===== src/rtl/ilv_dma_agen.sv =====
module ilv_dma_agen #(
  parameter int ADDR_W  = 32,
  parameter int SADDR_W = 14,
  parameter int CNT_W   = 16
) (
  input  logic               clk,
  input  logic               rst_n,
  input  logic               start,
  input  logic               dir_in,
  input  logic [CNT_W-1:0]   cfg_qwc,
  input  logic [CNT_W-1:0]   cfg_chunk,
  input  logic [CNT_W-1:0]   cfg_skip,
  input  logic [ADDR_W-1:0]  cfg_maddr,
  input  logic [SADDR_W-1:0] cfg_saddr,
  input  logic               irq_clr,
  output logic               req_valid,
  input  logic               req_ready,
  output logic               req_write_mem,
  output logic [ADDR_W-1:0]  req_maddr,
  output logic [SADDR_W-1:0] req_saddr,
  output logic               busy,
  output logic [CNT_W-1:0]   rem_qwc,
  output logic               done,
  output logic               irq
);
  localparam int QW_LSB = 4;

  logic               busy_q, dir_q, done_q, irq_q;
  logic [CNT_W-1:0]   rem_q, clen_q, cleft_q, skip_q;
  logic [ADDR_W-1:0]  maddr_q;
  logic [SADDR_W-1:0] saddr_q;

  wire accept    = busy_q & req_ready;
  wire last      = (rem_q == CNT_W'(1));
  wire chunk_end = (cleft_q == CNT_W'(1));
  wire launch    = start & ~busy_q;
  wire empty     = (cfg_qwc == '0);
  wire finish    = (launch & empty) | (accept & last);

  wire [CNT_W-1:0]  rem_nx    = rem_q - CNT_W'(1);
  wire [CNT_W-1:0]  next_len  = (rem_nx < clen_q) ? rem_nx : clen_q;
  wire [CNT_W-1:0]  eff_chunk = (cfg_chunk == '0) ? cfg_qwc : cfg_chunk;
  wire [ADDR_W-1:0] gap_step  = (ADDR_W'(skip_q) + ADDR_W'(1)) << QW_LSB;

  always_ff @(posedge clk) begin
    if (!rst_n) begin
      busy_q  <= 1'b0;
      dir_q   <= 1'b0;
      done_q  <= 1'b0;
      rem_q   <= '0;
      clen_q  <= '0;
      cleft_q <= '0;
      skip_q  <= '0;
      maddr_q <= '0;
      saddr_q <= '0;
    end else begin
      done_q <= finish;
      if (launch) begin
        dir_q   <= dir_in;
        rem_q   <= cfg_qwc;
        clen_q  <= eff_chunk;
        cleft_q <= (eff_chunk < cfg_qwc) ? eff_chunk : cfg_qwc;
        skip_q  <= cfg_skip;
        maddr_q <= {cfg_maddr[ADDR_W-1:QW_LSB], {QW_LSB{1'b0}}};
        saddr_q <= {cfg_saddr[SADDR_W-1:QW_LSB], {QW_LSB{1'b0}}};
        busy_q  <= ~empty;
      end else if (accept) begin
        rem_q   <= rem_nx;
        saddr_q <= saddr_q + SADDR_W'(16);
        if (chunk_end) begin
          maddr_q <= maddr_q + gap_step;
          cleft_q <= next_len;
        end else begin
          maddr_q <= maddr_q + ADDR_W'(16);
          cleft_q <= cleft_q - CNT_W'(1);
        end
        if (last) busy_q <= 1'b0;
      end
    end
  end

  always_ff @(posedge clk) begin
    if (!rst_n) irq_q <= 1'b0;
    else        irq_q <= finish | (irq_q & ~irq_clr);
  end

  assign req_valid     = busy_q;
  assign req_write_mem = ~dir_q;
  assign req_maddr     = maddr_q;
  assign req_saddr     = saddr_q;
  assign busy          = busy_q;
  assign rem_qwc       = rem_q;
  assign done          = done_q;
  assign irq           = irq_q;
endmodule


===== config.mk =====
export PLATFORM = sky130hd
export DESIGN_NAME = ilv_dma_agen
export DESIGN_NICKNAME = d
export VERILOG_FILES = /design/src/rtl/ilv_dma_agen.sv
export SDC_FILE = /design/constraint.sdc
export NUM_CORES = 1
export LEC_CHECK = 0
export ABC_CLOCK_PERIOD_IN_PS = 3700
export BUFFER_PORTS_ARGS = -buffer_cell sky130_fd_sc_hd__buf_4
export CAP_MARGIN = 40
export CORE_AREA = 2 2 173 107
export CTS_CLUSTER_SIZE = 16
export DETAILED_ROUTE_END_ITERATION = 12
export DIE_AREA = 0 0 175 109
export GPL_TIMING_DRIVEN = 0
export PLACE_DENSITY = 0.72
export SLEW_MARGIN = 20
export SYNTH_ARGS = -nofsm -noshare
export SYNTH_HDL_FRONTEND = slang
export SYNTH_SLANG_ARGS = --single-unit

===== constraint.sdc =====
create_clock -name clk -period 3.7 [get_ports clk]
set_clock_uncertainty 0.2 [all_clocks]
set_input_delay 0.37 -clock clk [delete_from_list [all_inputs] [get_ports clk]]
set_output_delay 0.37 -clock clk [all_outputs]
set_load 0.05 [all_outputs]

# After elaboration in Yosys (flattened, before gate mapping)

Index checks and enable logic that the tools add are counted.

Register bits: 114
Bits of input ports: 100
Output and inout bits: 67
Word-level logic and storage cells: 56

$add $sub $neg: 6
Magnitude comparators: 2
Eq/ne operators: 2
Mux-type cells: 16
Bitwise logic cells: 12
Reduce and logical (&&, ||, !) cells: 6

Operators with widths:

| operator                | count |
|---|---|
| $mux W16                | 8 |
| $mux W32                | 3 |
| $add A32 B21 Y32        | 1 |
| $add A32 B5 Y32 const B | 1 |
| $eq A16 B1 Y1 const B   | 2 |
| $logic_not A16 Y1       | 2 |
| $lt A16 B16 Y1          | 2 |
| $sub A16 B1 Y16 const B | 2 |
| $mux W14                | 2 |
| $add A16 B1 Y17 const B | 1 |
| $add A14 B5 Y14 const B | 1 |
| $and A1 B1 Y1           | 5 |
| $not A1 Y1              | 5 |
| $reduce_bool A2 Y1      | 2 |
| $mux W1                 | 3 |
| $or A1 B1 Y1            | 2 |
| $reduce_and A2 Y1       | 1 |
| $reduce_or A2 Y1        | 1 |

# Logic depth before layout (Yosys ltp)

Gate-level depths: netlist of the first run.

Depth after elaboration: 6
Mapped depth: 16
Mapped depth without buffers: 15

# Least setup slack after synthesis of the first run

Ideal clock, no wire load.

Path type: reg-to-reg
From: register rem_q[2] (netlist: rem_qwc[2])
To: register cleft_q[7]
Library setup time: 0.060 ns
Arrival time: 3.489 ns
Data required time: 3.440 ns
Slack: -0.049 ns
Stages on the path, launching flop included: 13
Path buffers: 1
Clock period less this slack: 3.749 ns
Cell sequence: dfxtp_1 -> nor4_4 -> nand3_2 -> or4_1 -> xnor2_1 -> ha_1 -> a21oi_1 -> o21ai_0 -> a211oi_1 -> clkbuf_1 -> a21oi_1 -> o311ai_0 -> o311a_1

Word-level cells in the longest chain between the ends: 6

RTL lines:

| element                | RTL line | text |
|---|---|---|
| from (decl)            | 29       | `logic [CNT_W-1:0] rem_q, clen_q, cleft_q, skip_q;` |
| from (signal assigned) | 60       | `rem_q <= cfg_qwc;` |
| from (signal assigned) | 68       | `rem_q <= rem_nx;` |
| $sub A16 B1 Y16 (*)    | 40       | `wire [CNT_W-1:0] rem_nx = rem_q - CNT_W'(1);` |
| $lt A16 B16 Y1         | 41       | `wire [CNT_W-1:0] next_len = (rem_nx < clen_q) ? rem_nx : clen_q;` |
| $mux W16 (*)           | 41       |  |
| $mux W16 (*)           | 70       | `if (chunk_end) begin` |
| $mux W16 (*)           | 67       | `end else if (accept) begin` |
| $mux W16 (*)           | 58       | `if (launch) begin` |
| to (signal assigned)   | 62       | `cleft_q <= (eff_chunk < cfg_qwc) ? eff_chunk : cfg_qwc;` |
| to (signal assigned)   | 72       | `cleft_q <= next_len;` |
| to (signal assigned)   | 75       | `cleft_q <= cleft_q - CNT_W'(1);` |
| to (decl)              | 29       |  |

Mark *: on every way between the ends. The rest lies on a longest branch, timed or not. The select of a mux whose other input is x is not followed.
A chain may end at the register's enable or synchronous reset.

# Worst setup path after layout of the first run

From: register rem_q[7] (netlist: rem_qwc[7])
To: register cleft_q[9]

Same word-level chain as after synthesis.

==> results_dict.tcl, run 1 <==
set metrics [dict create \
    leakage_uw 0.00442 \
    core_mm2 0.0176 \
    ys_ff_latch 106 \
    ff2ff_setup_slack_ns -0.02 \
    cts_hold_buf 0 \
    post_dp_cell_area_mm2 0.00921 \
    hold_violations 0 \
    synth_xor_xnor_area_share_pct 5.96 \
    synth.most_common_cell "a21oi_1" \
    grt.overflow.total 0 \
    clockRootBuffer "clkbuf_16" \
    slew_headroom_pct 36.7 \
    io_pins 167 \
    die_area_mm2 0.0191 \
    min_path_cells 3 \
    place_inst 1430 \
    synth_seq_area_share_pct 27.3 \
    worst_path_max_delay_cell "or4_4" \
    diodes 0 \
    crit_arrival_ns 3.74 \
    drive_gt1_share_pct 28.0 \
    path_cells "or4_4 > or2_4 > nor2_4 > nand2_4 > xnor2_4 > ha_4 > a211oi_4 > o21bai_4 > a211oi_4 > buf_6 > a21oi_2 > o31ai_4 > o311ai_1" \
    grt_pass1_vias 8005 \
    synth_top_family_by_area "compound AO/OA/AOI/OAI gates" \
    power_density_mw_per_mm2 421 \
    worst-slew-pin-transition_ns 0.949 \
    numCtsBuffers 9 \
    crit_type "reg -> reg" \
    min_from "cfg_maddr[20]" \
    wirelength_um 32900 \
    fill_cells 1629 \
    grt_first_pass_wirelength_um 47200 \
    required_ns 3.72 \
    grtUsageTotal_pct 32.7 \
    syn2layout_area_growth_pct 36.2 \
    yosys.area.top_type "dfxtp_1" \
    synth_edf_count 0 \
    setup_viol_count_final 3 \
    rows 38 \
    cp_common_cell "a211oi_4" \
    slowest_delay_ns 0.53 \
    yosys.area_share.simple_pct 21.6 \
    dr.pass1.iters 6 \
    async_flop_share_pct 0 \
    timing.rr.end "cleft_q[9]$_SDFFE_PN0P_" \
    viasPerCell 6.11 \
    hpwl_um 24300 \
    ir_drop_mv 0.255 \
    rsz0062_at_grt "true" \
    cp-end-kind "flip-flop" \
    vias 9094 \
    drc 0 \
    setup_ws_ns -0.0199 \
    synth_area_leaders "dfxtp_1 27%, ha_1 8.5%, a21oi_1 7.0%" \
    cp_num_buf_inv 1 \
    hold_path.class "in -> reg" \
    final_area_mm2 0.0106 \
    synth-main-ff-cell "dfxtp_1" \
    violations "setup timing" \
    insertion_delay_ns 0.37 \
    cts_tree "built" \
    synth_fa_ha_area_share_pct 8.80 \
    hold_end "req_maddr[20]$_SDFFE_PN0P_" \
    final_max_slew_viol_count 0 \
    synth_cells 1034 \
    netlist_area_mm2 0.00776 \
    clockBufferDepth 2 \
    initial_utilization_pct 44.0 \
    path_delay_family "compound AO/OA/AOI/OAI gates" \
    cts.sinks 106 \
    crit_fanout 6 \
    utilization_pct 60.0 \
    fp.dieH_um 109 \
    crit_path_start_kind "flip-flop" \
    fmax_ghz 0.269 \
    period_share_pct 101 \
    status "finished with violations" \
    portBuffers 149 \
    synthDistinctLibCells 74 \
    hold_slack_ns 0.0474 \
    synth_compound_area_share_pct 28.8 \
    r2r_start "rem_qwc[7]$_SDFFE_PN0P_" \
    cts_max_level 3 \
    synth.top_cells.by_count "108 x a21oi_1, 106 x dfxtp_1, 102 x nand2_1" \
    post-route-min-period_ns 3.72 \
    reg2reg_depth 13 \
    maxCapViolCount 0 \
    drt_iter0_markers 1168 \
    yosysTopAreaCellShare_pct 27.3 \
    nets 1397 \
    ant_nets 0 \
    cts.clk_slew.worst_paths_ns 0.08 \
    die_w_um 175 \
    synth.avg_cell_area_um2 7.51 \
    antenna_found_initial 0 \
    synth-warning-count 0 \
    grt_max_degree 20 \
    final_cells 1488 \
    avgRoutedWirePerCell_um 22.1 \
    total_power_uw 4450 \
    place.gp.congestion 1.01 \
    synthMuxAreaShare_pct 0.258 \
]
report_power, final:
group | internal, uW | switching [uW] | leakage, uW
registers | 1240 | 139 | 0.000879
logic | 812 | 1280 | 0.00340
clock network | 472 | 509 | 0.000136
metrics by stage:
step	setup WS [ns]	TNS [ns]
2_1_floorplan	0.0282	0
3_3_place_gp	-0.771	-16.35
3_5_place_dp	-0.894	-17.10
4_1_cts	-0.00744	-0.00744
5_1_grt	-0.104	-1.11
6_report	-0.0199	-0.0421
cells by family (layout without fill, tap and decap cells):
| family | Yosys count | in the layout |
|---|---|---|
| and+or+nand+nor | 338 | 338 |
| DFF | 106 | 106 |
| xor gates and xnor gates | 52 | 52 |
| muxes | 2 | 2 |
| buffers and inverters | 133 | 340 |
| other | 1 | 8 |
| AOI/OAI and AO/OA | 348 | 348 |
| adders and majority gates | 54 | 54 |
how the worst max path moves through the flow:
| stage | start | to | slack (ns) | cells after the start |
|---|---|---|---|---|
| 3_3_place_gp | cleft_q[1]$_SDFFE_PN0P_ | req_maddr[29]$_SDFFE_PN0P_ | -0.77 | 16 |
| 4_1_cts | cleft_q[5]$_SDFFE_PN0P_ | req_maddr[29]$_SDFFE_PN0P_ | -0.007 | 14 |
| 3_5_place_dp | cleft_q[1]$_SDFFE_PN0P_ | req_maddr[29]$_SDFFE_PN0P_ | -0.89 | 16 |
| 5_1_grt | cleft_q[9]$_SDFFE_PN0P_ | req_maddr[28]$_SDFFE_PN0P_ | -0.10 | 17 |
| 6_report | rem_qwc[7]$_SDFFE_PN0P_ | cleft_q[9]$_SDFFE_PN0P_ | -0.02 | 13 |
| 2_1_floorplan | rem_qwc[6]$_SDFFE_PN0P_ | cleft_q[7]$_SDFFE_PN0P_ | 0.03 | 13 |
routing by layer:
layer | routed length [um] | GRT usage (%) | up-vias
met5 | 0 | 0 | -
met4 | 665 | 5.65 | 0
met3 | 5010 | 13.1 | 67
met2 | 12900 | 45.6 | 618
met1 | 14300 | 47.5 | 4233
li1 | - | - | 4176
registers in the layout (all words and copies together), names as in the netlist:
| register | count |
|---|---|
| req_saddr | 10 |
| skip_q | 16 |
| busy | 1 |
| dir_q | 1 |
| clen_q | 16 |
| irq | 1 |
| req_maddr | 28 |
| rem_qwc | 16 |
| cleft_q | 16 |
| done | 1 |
worst register-to-register path, stage by stage, from the launching register on:
cell and delay, ns:
dfxtp_4 0.37, or4_4 0.53, or2_4 0.31, nor2_4 0.23, nand2_4 0.10, xnor2_4 0.20, ha_4 0.25, a211oi_4 0.30
o21bai_4 0.11, a211oi_4 0.35, buf_6 0.19, a21oi_2 0.08, o31ai_4 0.24, o311ai_1 0.13
timing repair:
action	4_1_cts	5_1_grt
buffers inserted	8	33
endpoints found under the setup margin	37	35
gates cloned	0	2
gates resized for setup	48	140
pin swaps	10	56
cells in the final DEF, fill, tap and decap left out, types with 6 or more instances in the layout:
cell and instances:
a211o_1 7, a211oi_1 23, a211oi_2 10, a21o_1 14, a21oi_1 101, a21oi_2 8, a221oi_1 7, a22oi_1 10
a311oi_1 6, a31oi_1 11, and3_1 11, buf_1 16, buf_4 197, buf_6 11, clkbuf_1 30, clkbuf_16 9
conb_1 8, dfxtp_1 98, ha_1 42, ha_4 8, inv_1 60, nand2_1 97, nand3_1 30, nand4_1 9
nor2_1 78, nor3_1 32, nor4_1 12, o211ai_1 12, o21a_1 6, o21ai_0 55, o21ai_1 9, o21ai_2 6
o21ai_4 7, o31a_1 7, or3_1 7, xnor2_1 12, xor2_1 34
final cells by class:
type                            instances  area [um2]  share of cell area, %
Buffer                                 68         362                   3.42
Clock buffer                            9         225                   2.13
Clock inverter                          7        60.1                  0.568
Inverter                               62         233                   2.20
Multi-Input combinational cell        802        5770                   54.6
Sequential cell                       106        2140                   20.2
Tap cell                              240         300                   2.84
Timing Repair Buffer                  194        1480                   14.0
Note: power is estimated with default switching activity, not from simulation.
==> inputs of run 2 (changes only) <==
--- a/config.mk
+++ b/config.mk
@@ -7,2 +7,3 @@
 export LEC_CHECK = 0
+export ABC_AREA = 1
 export ABC_CLOCK_PERIOD_IN_PS = 3700
@@ -10,8 +11,8 @@
 export CAP_MARGIN = 40
-export CORE_AREA = 2 2 173 107
+export CORE_AREA = 2 2 179 111
 export CTS_CLUSTER_SIZE = 16
 export DETAILED_ROUTE_END_ITERATION = 12
-export DIE_AREA = 0 0 175 109
+export DIE_AREA = 0 0 181 113
 export GPL_TIMING_DRIVEN = 0
-export PLACE_DENSITY = 0.72
+export PLACE_DENSITY = 0.71
 export SLEW_MARGIN = 20
==> constraint.sdc (replaced) <==
create_clock -name clk -period 3.7 [get_ports clk]
set_clock_uncertainty 0.2 [all_clocks]
set_input_delay 0.555 -clock clk [delete_from_list [all_inputs] [get_ports clk]]
set_output_delay 0.555 -clock clk [all_outputs]
set_load 0.05 [all_outputs]
==> run 2 against run 1 <==
Net effect: sequential power barely moved; critical path depth rose by 10; the flow still finishes with violations (setup timing); hold slack improved by 0.16 ns; sequential share of layout area fell by 1.3 points; clock power barely moved; largest cell class unchanged; largest power group unchanged.
==> results_dict.tcl, run 2 <==
set metrics [dict create \
    status "finished with violations" \
    violations "setup timing" \
    syn2layout_area_growth_pct 34.8 \
    utilization_pct 60.1 \
    cts_tree "built" \
    post_dp_cell_area_mm2 0.00981 \
    crit_type "reg -> reg" \
    setup_viol_count_final 7 \
    place_inst 1747 \
    grt_first_pass_wirelength_um 52100 \
    die_area_mm2 0.0205 \
    synth.avg_cell_area_um2 6.21 \
    cts_hold_buf 0 \
    crit_fanout 5 \
    initial_utilization_pct 44.6 \
    hold_violations 0 \
    grt.overflow.total 0 \
    fmax_ghz 0.260 \
    largest_reg_flops 28 \
    async_flop_share_pct 0 \
    netlist_area_mm2 0.00835 \
    required_ns 3.79 \
    synth.most_common_cell "nand2_1" \
    numCtsBuffers 9 \
    cp-end-kind "flip-flop" \
    cts.clk_slew.worst_paths_ns 0.08 \
    rows 39 \
    hold_path.class "in -> reg" \
    die_w_um 181 \
    busiest_layer "met1" \
    final_max_slew_viol_count 0 \
    setup_ws_ns -0.152 \
    synth_seq_area_share_pct 25.4 \
    synth_area_leaders "dfxtp_1 25%, nand2_1 13%, inv_1 8.1%" \
    diodes 0 \
    post-route-min-period_ns 3.85 \
    synth_edf_count 0 \
    final_area_mm2 0.0113 \
    grt_pass1_vias 8908 \
    synth.top_cells.by_count "279 x nand2_1, 181 x inv_1, 153 x nor2_1" \
    synth_cells 1344 \
    synthDistinctLibCells 56 \
    fp.dieH_um 113 \
    clockRootBuffer "clkbuf_16" \
    worst-slew-pin-transition_ns 0.881 \
    cts.sinks 106 \
    drc 0 \
    wirelength_um 35300 \
    yosysTopAreaCellShare_pct 25.4 \
    hold_slack_ns 0.209 \
    cts_max_level 3 \
    nets 1717 \
    hpwl_um 26900 \
    ir_drop_mv 0.209 \
    dr.pass1.iters 6 \
    pre_cts_slack_ns -0.468 \
    vias 10051 \
    period_share_pct 104 \
    viasPerCell 5.54 \
    avgRoutedWirePerCell_um 19.4 \
    rsz0062_at_grt "true" \
    crit_arrival_ns 3.94 \
    crit_path_start_kind "flip-flop" \
    leakage_uw 0.00550 \
    clockBufferDepth 2 \
    maxCapViolCount 0 \
    fill_cells 1846 \
    use_met2_pct 45.6 \
    ys_ff_latch 106 \
    met3_usage_pct 6.47 \
    portBuffers 150 \
    grt_max_degree 20 \
    use_met1_pct 53.2 \
    place.gp.congestion 1.01 \
    core_mm2 0.0187 \
    grtUsageTotal_pct 33.3 \
    antenna_found_initial 0 \
    io_pins 167 \
    synth-warning-count 0 \
    drive_gt1_share_pct 24.7 \
    synth-main-ff-cell "dfxtp_1" \
    final_common_cell "nand2_1" \
    ant_nets 0 \
    final_cells 1814 \
    yosys.area.top_type "dfxtp_1" \
    power_density_mw_per_mm2 357 \
    final_cell_mix "263 x nand2_1, 201 x buf_4, 173 x inv_1, 139 x nor2_1, 102 x dfxtp_1" \
    slew_headroom_pct 41.3 \
    drt_iter0_markers 1221 \
    insertion_delay_ns 0.37 \
]
==> run 2: cell families after synthesis <==
family          after synthesis  synth area share, %
other cells                   1               0.0449
compound gates              280                 18.4
flops                       106                 25.4
buf+inv                     255                 12.2
fa+ha+maj                    54                 8.18
xor+xnor                     28                 2.94
simple gates                620                 32.8
==> run 2: stage by stage <==
stage,total power (uW),setup TNS (ns)
6_report,4020,-0.772
4_1_cts,3900,-0.669
2_1_floorplan,2410,0
3_5_place_dp,2900,-4.24
5_1_grt,4230,-2.29
3_3_place_gp,2880,-4.54
==> run 2: routing by layer <==
layer  routed length [um]  vias to the layer above  share of wire, %
met5                    0                        -                 0
met4                  518                        0               1.5
met3                 4140                       41                12
met2                13700                      558                39
met1                16900                     4632                48
li1                     -                     4820                 -
==> run 2: power by group <==
part | internal [uW] | switching (uW) | leakage (uW)
logic | 567 | 1090 | 0.00448
registers | 1240 | 126 | 0.000877
clock network | 477 | 524 | 0.000141
==> run 2: layout make-up <==
cell class                      instances  area (um2)  area share (%)
Buffer                                 61         307            2.72
Timing Repair Buffer                  202        1560            13.8
Sequential cell                       106        2130            18.9
Inverter                              193         743            6.60
Tap cell                              246         308            2.73
Multi-Input combinational cell        990        5920            52.6
Clock inverter                          6        57.6           0.511
Clock buffer                           10         229            2.03
==> run 2: path summary, 6_finish.rpt <==
kind                          start                          to  slack [ns]  cells after the start
min                    cfg_skip[13]     skip_q[13]$_SDFFE_PN0P_        0.21                      3
min reg2reg      dir_q$_SDFFE_PN0P_          dir_q$_SDFFE_PN0P_        0.26                      2
max          skip_q[0]$_SDFFE_PN0P_  req_maddr[26]$_SDFFE_PN0P_       -0.15                     23
max reg2reg  skip_q[0]$_SDFFE_PN0P_  req_maddr[26]$_SDFFE_PN0P_       -0.15                     23
==> run 2: timing repair <==
action | in CTS | in global routing
pin swaps | 26 | 48
resized for setup | 49 | 141
setup buffers | 28 | 28
setup endpoints to repair | 19 | 37
==> run 2: worst max-delay path: stages, from the launching register on <==
cell and delay, ns:
dfxtp_4 0.37, buf_6 0.10, nand3_4 0.07, nor2_4 0.15, nand2_2 0.09, nor2_4 0.14
nand2_4 0.07, nor2_4 0.14, nand2_2 0.08, nor2_4 0.16, nand2_4 0.08, nor2_4 0.16
a21oi_4 0.08, nor3_4 0.33, ha_4 0.30, a21oi_2 0.17, o22ai_1 0.10, a21oi_2 0.13
nand3_2 0.12, and2_4 0.18, or2_1 0.23, nand3_1 0.07, o211ai_1 0.09, a21oi_1 0.16
